--- src/rtl/qio_pkg.sv ---
package qio_pkg;

    localparam int PORT_W     = 8;
    localparam int ADDR_CFG_W = 6;
    localparam int ADDR_W     = 7;
    localparam int SYNC_N     = 2;
    localparam int BITCNT_W   = $clog2(PORT_W + 1);

    typedef enum logic [2:0] {
        ST_IDLE,
        ST_ADDR,
        ST_AACK,
        ST_WDATA,
        ST_WACK,
        ST_RDATA,
        ST_RACK
    } slv_state_e;

    typedef struct packed {
        logic start;
        logic stop;
        logic scl_rise;
        logic scl_fall;
        logic scl;
        logic sda;
    } bus_ev_t;

    function automatic logic [ADDR_W-1:0] cfg_to_addr(input logic [ADDR_CFG_W-1:0] c);
        return {c, c[ADDR_CFG_W-1]};
    endfunction

    function automatic logic addr_reserved(input logic [ADDR_W-1:0] a);
        return (a == '0) || (a[ADDR_W-1:1] == 6'b111110);
    endfunction

endpackage

--- src/rtl/qio_bus_sync.sv ---
module qio_bus_sync #(
    parameter int STAGES = qio_pkg::SYNC_N
) (
    input  logic             clk,
    input  logic             rst,
    input  logic             scl_i,
    input  logic             sda_i,
    output qio_pkg::bus_ev_t ev
);
    logic [STAGES-1:0] scl_ff, sda_ff;
    logic              scl_prev, sda_prev;

    always_ff @(posedge clk) begin
        if (rst) begin
            scl_ff   <= '1;
            sda_ff   <= '1;
            scl_prev <= 1'b1;
            sda_prev <= 1'b1;
        end else begin
            scl_ff   <= {scl_ff[STAGES-2:0], scl_i};
            sda_ff   <= {sda_ff[STAGES-2:0], sda_i};
            scl_prev <= scl_ff[STAGES-1];
            sda_prev <= sda_ff[STAGES-1];
        end
    end

    always_comb begin
        ev.scl      = scl_ff[STAGES-1];
        ev.sda      = sda_ff[STAGES-1];
        ev.scl_rise = ev.scl & ~scl_prev;
        ev.scl_fall = ~ev.scl & scl_prev;
        ev.start    = ev.scl & scl_prev & sda_prev & ~ev.sda;
        ev.stop     = ev.scl & scl_prev & ~sda_prev & ev.sda;
    end
endmodule

--- src/rtl/qio_slave_fsm.sv ---
module qio_slave_fsm
    import qio_pkg::*;
#(
    parameter int DW = PORT_W,
    parameter int AW = ADDR_W
) (
    input  logic          clk,
    input  logic          rst,
    input  bus_ev_t       ev,
    input  logic [AW-1:0] own_addr,
    input  logic [DW-1:0] rd_data,
    output logic          sda_oe,
    output logic          wr_stb,
    output logic [DW-1:0] wr_data,
    output logic          rd_stb
);
    localparam logic [BITCNT_W-1:0] LAST_RX = BITCNT_W'(DW);
    localparam logic [BITCNT_W-1:0] LAST_TX = BITCNT_W'(DW - 1);

    slv_state_e           state;
    logic [BITCNT_W-1:0]  cnt;
    logic [DW-1:0]        sr, tx;
    logic                 rw, nack;
    logic                 hit;

    assign hit     = (sr[DW-1:1] == own_addr) && !addr_reserved(sr[DW-1:1]);
    assign wr_data = sr;

    always_ff @(posedge clk) begin
        if (rst) begin
            state  <= ST_IDLE;
            cnt    <= '0;
            sr     <= '0;
            tx     <= '0;
            rw     <= 1'b0;
            nack   <= 1'b0;
            sda_oe <= 1'b0;
            wr_stb <= 1'b0;
            rd_stb <= 1'b0;
        end else begin
            wr_stb <= 1'b0;
            rd_stb <= 1'b0;
            if (ev.start) begin
                state  <= ST_ADDR;
                cnt    <= '0;
                sda_oe <= 1'b0;
            end else if (ev.stop) begin
                state  <= ST_IDLE;
                sda_oe <= 1'b0;
            end else begin
                unique case (state)
                    ST_ADDR: begin
                        if (ev.scl_rise) begin
                            sr  <= {sr[DW-2:0], ev.sda};
                            cnt <= cnt + 1'b1;
                        end else if (ev.scl_fall && cnt == LAST_RX) begin
                            cnt <= '0;
                            if (hit) begin
                                state  <= ST_AACK;
                                sda_oe <= 1'b1;
                                rw     <= sr[0];
                                if (sr[0]) begin
                                    tx     <= rd_data;
                                    rd_stb <= 1'b1;
                                end
                            end else begin
                                state <= ST_IDLE;
                            end
                        end
                    end
                    ST_AACK: begin
                        if (ev.scl_fall) begin
                            cnt <= '0;
                            if (rw) begin
                                state  <= ST_RDATA;
                                sda_oe <= ~tx[DW-1];
                            end else begin
                                state  <= ST_WDATA;
                                sda_oe <= 1'b0;
                            end
                        end
                    end
                    ST_WDATA: begin
                        if (ev.scl_rise) begin
                            sr  <= {sr[DW-2:0], ev.sda};
                            cnt <= cnt + 1'b1;
                        end else if (ev.scl_fall && cnt == LAST_RX) begin
                            wr_stb <= 1'b1;
                            sda_oe <= 1'b1;
                            cnt    <= '0;
                            state  <= ST_WACK;
                        end
                    end
                    ST_WACK: begin
                        if (ev.scl_fall) begin
                            sda_oe <= 1'b0;
                            state  <= ST_WDATA;
                        end
                    end
                    ST_RDATA: begin
                        if (ev.scl_fall) begin
                            if (cnt == LAST_TX) begin
                                sda_oe <= 1'b0;
                                state  <= ST_RACK;
                            end else begin
                                tx     <= {tx[DW-2:0], 1'b0};
                                sda_oe <= ~tx[DW-2];
                                cnt    <= cnt + 1'b1;
                            end
                        end
                    end
                    ST_RACK: begin
                        if (ev.scl_rise) begin
                            nack <= ev.sda;
                        end else if (ev.scl_fall) begin
                            if (nack) begin
                                state <= ST_IDLE;
                            end else begin
                                tx     <= rd_data;
                                rd_stb <= 1'b1;
                                sda_oe <= ~rd_data[DW-1];
                                cnt    <= '0;
                                state  <= ST_RDATA;
                            end
                        end
                    end
                    default: state <= ST_IDLE;
                endcase
            end
        end
    end

    a_r10_oe_rises_scl_low: assert property (@(posedge clk) disable iff (rst)
        $rose(sda_oe) |-> !ev.scl);

    a_r3_no_ack_reserved: assert property (@(posedge clk) disable iff (rst)
        (state == ST_AACK) |-> !addr_reserved(own_addr));

    a_r7_stop_releases: assert property (@(posedge clk) disable iff (rst)
        ev.stop |=> !sda_oe);

    a_r7_nack_releases: assert property (@(posedge clk) disable iff (rst)
        (state == ST_RACK && nack && ev.scl_fall && !ev.start && !ev.stop) |=> (!sda_oe && state == ST_IDLE));
endmodule

--- src/rtl/qio_port.sv ---
module qio_port #(
    parameter int DW     = qio_pkg::PORT_W,
    parameter int STAGES = qio_pkg::SYNC_N
) (
    input  logic          clk,
    input  logic          rst,
    input  logic [DW-1:0] pin_i,
    input  logic          wr_stb,
    input  logic [DW-1:0] wr_data,
    input  logic          rd_stb,
    output logic [DW-1:0] pin_s,
    output logic [DW-1:0] pin_low,
    output logic          int_n
);
    logic [STAGES-1:0][DW-1:0] pin_ff;
    logic [DW-1:0]             out_q, ref_q;

    always_ff @(posedge clk) begin
        if (rst) begin
            pin_ff <= '1;
        end else begin
            pin_ff[0] <= pin_i;
            for (int i = 1; i < STAGES; i++) pin_ff[i] <= pin_ff[i-1];
        end
    end

    assign pin_s   = pin_ff[STAGES-1];
    assign pin_low = ~out_q;

    always_ff @(posedge clk) begin
        if (rst) begin
            out_q <= '1;
            ref_q <= '1;
            int_n <= 1'b1;
        end else begin
            if (wr_stb) out_q <= wr_data;
            if (wr_stb || rd_stb) ref_q <= pin_s;
            int_n <= ~|((pin_s ^ ref_q) & out_q);
        end
    end

    a_r5_latch_hold: assert property (@(posedge clk) disable iff (rst)
        !wr_stb |=> $stable(pin_low));

    a_r1_reset_state: assert property (@(posedge clk) disable iff (rst)
        $fell(rst) |-> (pin_low == '0 && int_n));
endmodule

--- src/rtl/qio_expander.sv ---
module qio_expander
    import qio_pkg::*;
#(
    parameter int SYNC_STAGES = SYNC_N
) (
    input  logic                  clk,
    input  logic                  rst,
    input  logic [ADDR_CFG_W-1:0] addr_cfg,
    input  logic                  scl_i,
    input  logic                  sda_i,
    output logic                  sda_oe,
    input  logic [PORT_W-1:0]     pin_i,
    output logic [PORT_W-1:0]     pin_low,
    output logic                  int_n
);
    bus_ev_t             ev;
    logic                wr_stb, rd_stb;
    logic [PORT_W-1:0]   wr_data, pin_s;

    qio_bus_sync #(.STAGES(SYNC_STAGES)) u_sync (
        .clk(clk), .rst(rst), .scl_i(scl_i), .sda_i(sda_i), .ev(ev)
    );

    qio_slave_fsm #(.DW(PORT_W), .AW(ADDR_W)) u_fsm (
        .clk(clk), .rst(rst), .ev(ev),
        .own_addr(cfg_to_addr(addr_cfg)),
        .rd_data(pin_s), .sda_oe(sda_oe),
        .wr_stb(wr_stb), .wr_data(wr_data), .rd_stb(rd_stb)
    );

    qio_port #(.DW(PORT_W), .STAGES(SYNC_STAGES)) u_port (
        .clk(clk), .rst(rst), .pin_i(pin_i),
        .wr_stb(wr_stb), .wr_data(wr_data), .rd_stb(rd_stb),
        .pin_s(pin_s), .pin_low(pin_low), .int_n(int_n)
    );
endmodule

--- config.mk ---
export PLATFORM = sky130hd
export DESIGN_NAME = qio_expander
export DESIGN_NICKNAME = d
export VERILOG_FILES = /design/src/rtl/qio_pkg.sv /design/src/rtl/qio_bus_sync.sv /design/src/rtl/qio_slave_fsm.sv /design/src/rtl/qio_port.sv /design/src/rtl/qio_expander.sv
export SDC_FILE = /design/constraint.sdc
export NUM_CORES = 1
export LEC_CHECK = 0
export ABC_AREA = 0
export BUFFER_PORTS_ARGS = -buffer_cell sky130_fd_sc_hd__buf_2
export CORE_MARGIN = 2
export CORE_UTILIZATION = 35
export DETAILED_ROUTE_END_ITERATION = 12
export GPL_ROUTABILITY_DRIVEN = 0
export PLACE_DENSITY = 0.55
export SYNTH_ARGS = -nofsm -noshare
export SYNTH_HDL_FRONTEND = slang
export SYNTH_SLANG_ARGS = --single-unit
--- constraint.sdc ---
create_clock -name clk -period 4.3 [get_ports clk]
set_input_delay 0.43 -clock clk [delete_from_list [all_inputs] [get_ports clk]]
set_output_delay 0.43 -clock clk [all_outputs]
set_load 0.05 [all_outputs]
# Word level (Yosys, flattened, before mapping)
# Cells that the tools add are included.
# word_totals
regBits	67
latch_bits	0
mem_bits_rw	0
romBits	0
inputBits	18
output_inout_bits	10
elab_cells	157
memories	0
# classes
n_addsub	1
mul	0
div	0
magnitude_cmp	0
n_eq_ne	35
shifts	0
n_mux	58
n_bitwise	21
n_reduce_logical	23
# op_table
operator	n
$mux W8	9
$mux W3	12
$mux W4	8
$ne A4 B3 Y1 const B	7
$pmux W8 S3	1
$reduce_and A12 Y1	2
$mux W1	23
$reduce_and A10 Y1	2
$ne A2 B1 Y1 const B	9
$pmux W3 S6	1
$pmux W4 S4	1
$ne A4 B4 Y1 const B	3
$not A1 Y1	11
$ne A2 B2 Y1 const B	5
$eq A3 B3 Y1 const B	3
$reduce_and A9 Y1	1
$and A8 B8 Y8	1
$not A8 Y8	1
$reduce_and A4 Y1	2
$reduce_or A8 Y1	1
$xor A8 B8 Y8	1
$and A1 B1 Y1	7
$eq A7 B7 Y1	1
$logic_not A7 Y1	1
other kinds (20)	25

# Longest topological paths before layout
# logic_depth
ltp_word	10
ltp_mapped	9
ltp_nobuf	8

# Hierarchy
# A second synthesis with hierarchy kept.
# unflattened
cells_unflattened	358
area_unflattened_um2	3149.3
# modules_own_cells
mod	instances	cells_per_inst	area_per_inst_um2	seq_area_each_um2
qio_slave_fsm	1	216	1755.4	560.5
qio_port	1	124	1188.6	660.6
qio_bus_sync	1	18	205.2	120.1

# Least setup slack after synthesis
# No wires, ideal clock.
# synth_timing
kind	register -> register
startpoint	register u_fsm.cnt[0]
endpoint	register u_fsm.cnt[2]
setup_time_ns	0.117
arrival_ns	1.641
required_time_ns	4.183
setup_slack_ns	2.542
path_stages_with_launch	10
period_less_slack_ns	1.758
cell_sequence	dfxtp_1 > inv_1 > ha_1 > and3b_1 > a31oi_1 > o211ai_1 > and3b_1 > clkbuf_2 > nor2b_4 > a22o_1
# synth_via
elab_chain_cells	4
elab_cells_between_ends	11
cone_classes	add/sub (1); eq/ne (4); mux (4); reduce/logical (2)
# synth_lines
element	line_no	rtl
start: declaration	qio_slave_fsm.sv:21	logic [BITCNT_W-1:0] cnt;
start signal: assignment	qio_slave_fsm.sv:55	cnt <= cnt + 1'b1;
start signal: assignment	qio_slave_fsm.sv:86	cnt <= cnt + 1'b1;
start signal: assignment	qio_slave_fsm.sv:108	cnt <= cnt + 1'b1;
$add A4 B1 Y4 or $eq A4 B4 Y1 (tied branches)	--	
$mux W4 or $logic_and A1 B1 Y1 (tied branches)	qio_slave_fsm.sv:102, qio_slave_fsm.sv:56, qio_slave_fsm.sv:87	
$mux W4 or $ne A3 B1 Y1 (tied branches)	--	
$pmux W4 S4 or $reduce_and A9 Y1 (tied branches)	--	
# Parallel ways exist; a longest one is shown, timed or not. The select of a mux whose other input is x is not followed.
# A chain may end at the register's enable or synchronous reset.

# Final worst setup path
# layout_timing
startpoint	register u_fsm.state[2]
endpoint	register u_fsm.tx[1]
# layout_via
elab_chain_cells	3
elab_cells_between_ends	15
cone_classes	eq/ne (12); mux (1); reduce/logical (2)
# layout_lines
element	line_no	rtl
start: declaration	qio_slave_fsm.sv:20	slv_state_e state;
start signal: assignment	qio_slave_fsm.sv:31	state <= ST_IDLE;
start signal: assignment	qio_slave_fsm.sv:44	state <= ST_ADDR;
start signal: assignment	qio_slave_fsm.sv:48	state <= ST_IDLE;
$eq A3 B3 Y1 or $eq A3 B1 Y1 (tied branches)	qio_slave_fsm.sv:51	unique case (state)
$ne A2 B1 Y1 (no line) (tied with other cells)	--	
$reduce_and A12 Y1 (no line)	--	
end signal: assignment	qio_slave_fsm.sv:63	tx <= rd_data;
end signal: assignment	qio_slave_fsm.sv:106	tx <= {tx[DW-2:0], 1'b0};
end signal: assignment	qio_slave_fsm.sv:119	tx <= rd_data;
end: declaration	qio_slave_fsm.sv:22	logic [DW-1:0] sr, tx;
# Parallel ways exist; a longest one is shown, timed or not.

==> impl_metrics.json <==
{
  "drc_errors": 0,
  "worstSetupEndpointType": "flip-flop",
  "cp.buffers_inverters": 0,
  "insertion_delay_ns": 0.34,
  "hold_viol": 0,
  "p_per_area_nw_per_um2": 343,
  "nFillCells": 844,
  "clkSinkCount": 67,
  "comb_power_share_pct": 4.5,
  "cts_buffers": 9,
  "worst_pin_slew_ns": 0.805,
  "clockPowerShare_pct": 40.3,
  "wl_met2_mm": 2.85,
  "post-route-period-util_pct": 55.5,
  "power_uw": 1160,
  "numPortBuffers": 27,
  "final_core_util_pct": 40.6,
  "hold_start": "pin_i[3]",
  "nets": 379,
  "cts_buffer_depth": 2,
  "num_vias": 2390,
  "p_switching_uw": 292,
  "critPathArrivalTime_ns": 2.66,
  "worstReg2RegStart": "u_fsm.state[2]",
  "syn_area_per_cell_sq_um": 8.96,
  "switching_share_pct": 25.3,
  "crit_chain": "and2b_1 -> nand2_1 -> o22a_1 -> and3_1 -> a21oi_2 -> o2bb2ai_1",
  "core_area_sq_um": 8300,
  "path_delay_family": "compound AO/OA/AOI/OAI gates",
  "pre_cts_slack_ns": 1.93,
  "cp-start-kind": "flip-flop",
  "ir_drop_uv": 198,
  "ys_ff_latch": 67,
  "post_cts_resized": 0,
  "rsz0062_at_grt": "false",
  "grt_max_degree": 37,
  "layout_setup_ws_ns": 1.91,
  "cts_hold_buf": 0,
  "topRoutingLayerUsed": "met4",
  "drt_first_pass_iters": 4,
  "yosysSeqAreaShare_pct": 44.4,
  "antenna_found_initial": 0,
  "syn-instance-count": 337,
  "synth.top_cells.by_area": "dfxtp_1 (44%), nand2_1 (6.0%), or2_2 (4.6%)",
  "syn_to_final_growth_pct": 11.7,
  "overflow": 0,
  "reg2reg_slack_ns": 1.91,
  "syn_nets": 358,
  "initial_core_util_pct": 36.4,
  "synth_warnings": 0,
  "htreeDepth": 3,
  "synthArstFlopShare_pct": 0,
  "post-synth-top-area-fraction_pct": 44.4,
  "grt_usage_pct": 14.6,
  "reg2regPathDepth": 6,
  "r2r_end": "u_fsm.tx[1]",
  "netlist_area_sq_um": 3020,
  "holdWs_ns": 0.264,
  "worstSetupPathType": "reg2reg",
  "fin_setup_tns_ns": 0,
  "cts_tree": "built",
  "cp.depth": 6,
  "leakage_uw": 0.00137,
  "ant_nets": 0,
  "synth_top_flop_cell": "dfxtp_1",
  "cpPeakStageDelay_ns": 0.70,
  "finClkSkew_ns": 0.00784,
  "power.internal_uw": 864,
  "synth_edf_count": 0,
  "synthDistinctLibCells": 57,
  "ctsRootBufferMaster": "clkbuf_8",
  "yosysTopAreaCell": "dfxtp_1",
  "grt_pass1_vias": 2204,
  "finalCriticalPeriod_ns": 2.39,
  "hold_class": "in2reg",
  "hold_depth": 2,
  "drv_cap": 0,
  "io-pin-count": 28,
  "wl_met1_mm": 3.26,
  "die_y_um": 96.9,
  "slew_headroom_pct": 46.3,
  "max_freq_ghz": 0.419,
  "die_area_sq_um": 9380,
  "slew_viol_final": 0,
  "setup_viol": 0,
  "wl_met3_um": 346,
  "via_per_inst": 5.11,
  "worstPathRequired_ns": 4.57,
  "cts.clk_slew.worst_paths_ns": 0.08,
  "grt_pass1_wl_mm": 11.1,
  "finalWirelength_mm": 6.51,
  "critPathSlowestCell": "dfxtp_1",
  "status": "finished clean",
  "seqPwrFrac_pct": 55.2,
  "routedWlPerCell_um": 13.9,
  "cp_max_fo": 19,
  "post-cts-setup-buffer-count": 0,
  "hpwl_mm": 4.49,
  "drt_iter0_drc": 106,
  "chipWidth_um": 96.9,
  "antenna_cells": 0,
  "num_rows": 33,
  "drive_gt1_share_pct": 20.7,
  "min_to": "u_port.pin_ff[3]"
}
[flip-flops by register name (all words and copies together) (netlist names), 2 cells and up]
register	count
u_fsm.tx	8
u_port.ref_q	8
u_sync.scl_ff	2
u_port.out_q	8
u_fsm.state	3
u_fsm.cnt	4
u_port.pin_s	8
u_port.pin_ff	8
u_sync.sda_ff	2
u_fsm.wr_data	8
[worst register-to-register path, delay by kind of cell (launching register included)]
kind            cells  cell delay, ns
flops               1            0.70
simple gates        3            0.79
compound gates      3            0.82
[power groups by stage]
stage	clock network, uW	registers [uW]	logic [uW]
floorplan	0	654	34.1
global placement	0	653	51.9
detailed placement	0	653	52.0
CTS	485	638	52.4
global route	511	640	58.2
finish	466	638	52.2
[worst max path at each step]
stage,startpoint,to,slack [ns]
after floorplan,u_fsm.cnt[0],u_fsm.cnt[2],2.54
after global placement,rst,u_fsm.rd_stb,1.97
after detailed placement,rst,u_fsm.rd_stb,1.93
after CTS,u_fsm.state[2],u_fsm.tx[2],1.91
after global routing,u_fsm.state[2],u_fsm.tx[3],1.71
final,u_fsm.state[2],u_fsm.tx[1],1.91
[cells in the mapped netlist, types with 3 or more instances]
library cell / count
o211ai_1: 11
xor2_1: 6
inv_1: 15
and3_1: 3
or2_2: 22
clkbuf_1: 9
and3b_1: 3
nand3_1: 12
nor2_1: 11
o22ai_1: 5
a21oi_1: 18
a211o_1: 3
mux2i_1: 10
nand2b_1: 6
nor3_1: 8
o2bb2ai_1: 8
buf_4: 4
o21ai_0: 11
o41ai_1: 3
nand2_1: 48
xnor2_1: 8
ha_1: 3
dfxtp_1: 67
[metrics by stage]
| step | instance area (sq um) | cells |
|---|---|---|
| after floorplan | 3020 | 337 |
| after global placement | 3190 | 452 |
| after detailed placement | 3190 | 452 |
| after CTS | 3370 | 468 |
| after global routing | 3370 | 468 |
| final | 3370 | 468 |
[cells in the final DEF (no fill, tap or decap), types with 2 or more instances in the layout]
master | synthesis | layout
a2bb2oi_1 | 2 | 2
nand2b_1 | 6 | 6
o41ai_1 | 3 | 3
buf_2 | 2 | 27
nand3_1 | 12 | 12
nor3_1 | 8 | 8
ha_1 | 3 | 3
nand4b_1 | 2 | 2
clkbuf_8 | 0 | 9
a31oi_1 | 2 | 2
a21oi_1 | 18 | 18
o22ai_1 | 5 | 5
nand3b_1 | 2 | 2
nand2_1 | 48 | 48
and2_1 | 2 | 2
nor2_1 | 11 | 11
a211o_1 | 3 | 3
mux2i_1 | 10 | 10
xor2_1 | 6 | 6
inv_1 | 15 | 15
clkinv_4 | 0 | 2
clkinvlp_4 | 0 | 3
nor3b_1 | 2 | 2
or2_2 | 22 | 22
and3b_1 | 3 | 3
a21oi_2 | 2 | 2
a211oi_1 | 2 | 2
o211ai_1 | 11 | 11
o21ai_0 | 11 | 11
o2bb2ai_1 | 8 | 8
dfxtp_1 | 67 | 67
and3_1 | 3 | 3
xnor2_1 | 8 | 8
[area by class of cell]
type | count | area, sq um | share of cell area, %
multi-input combinational | 238 | 1530 | 45.4
sequential | 67 | 1340 | 39.8
timing repair buffer | 27 | 135 | 4.01
tap | 105 | 131 | 3.90
clock buffer | 9 | 124 | 3.67
inverter | 15 | 56.3 | 1.67
clock inverter | 7 | 53.8 | 1.60
[per-layer routing]
metal / global-route usage [%] / vias to the layer above
li1: - / 1224
met1: 20.3 / 1082
met2: 21.7 / 80
met3: 4.48 / 4
met4: 4.33 / 0
met5: 0 / -
[cell families after synthesis]
family	after synthesis	share of synthesized area, %
xor+xnor	14	4.06
buf+inv	32	4.85
compound gates	78	18.2
fa+ha+maj	3	1.24
flops	67	44.4
mux	10	3.32
simple gates	133	23.8
(Power assumes the default switching activity.)
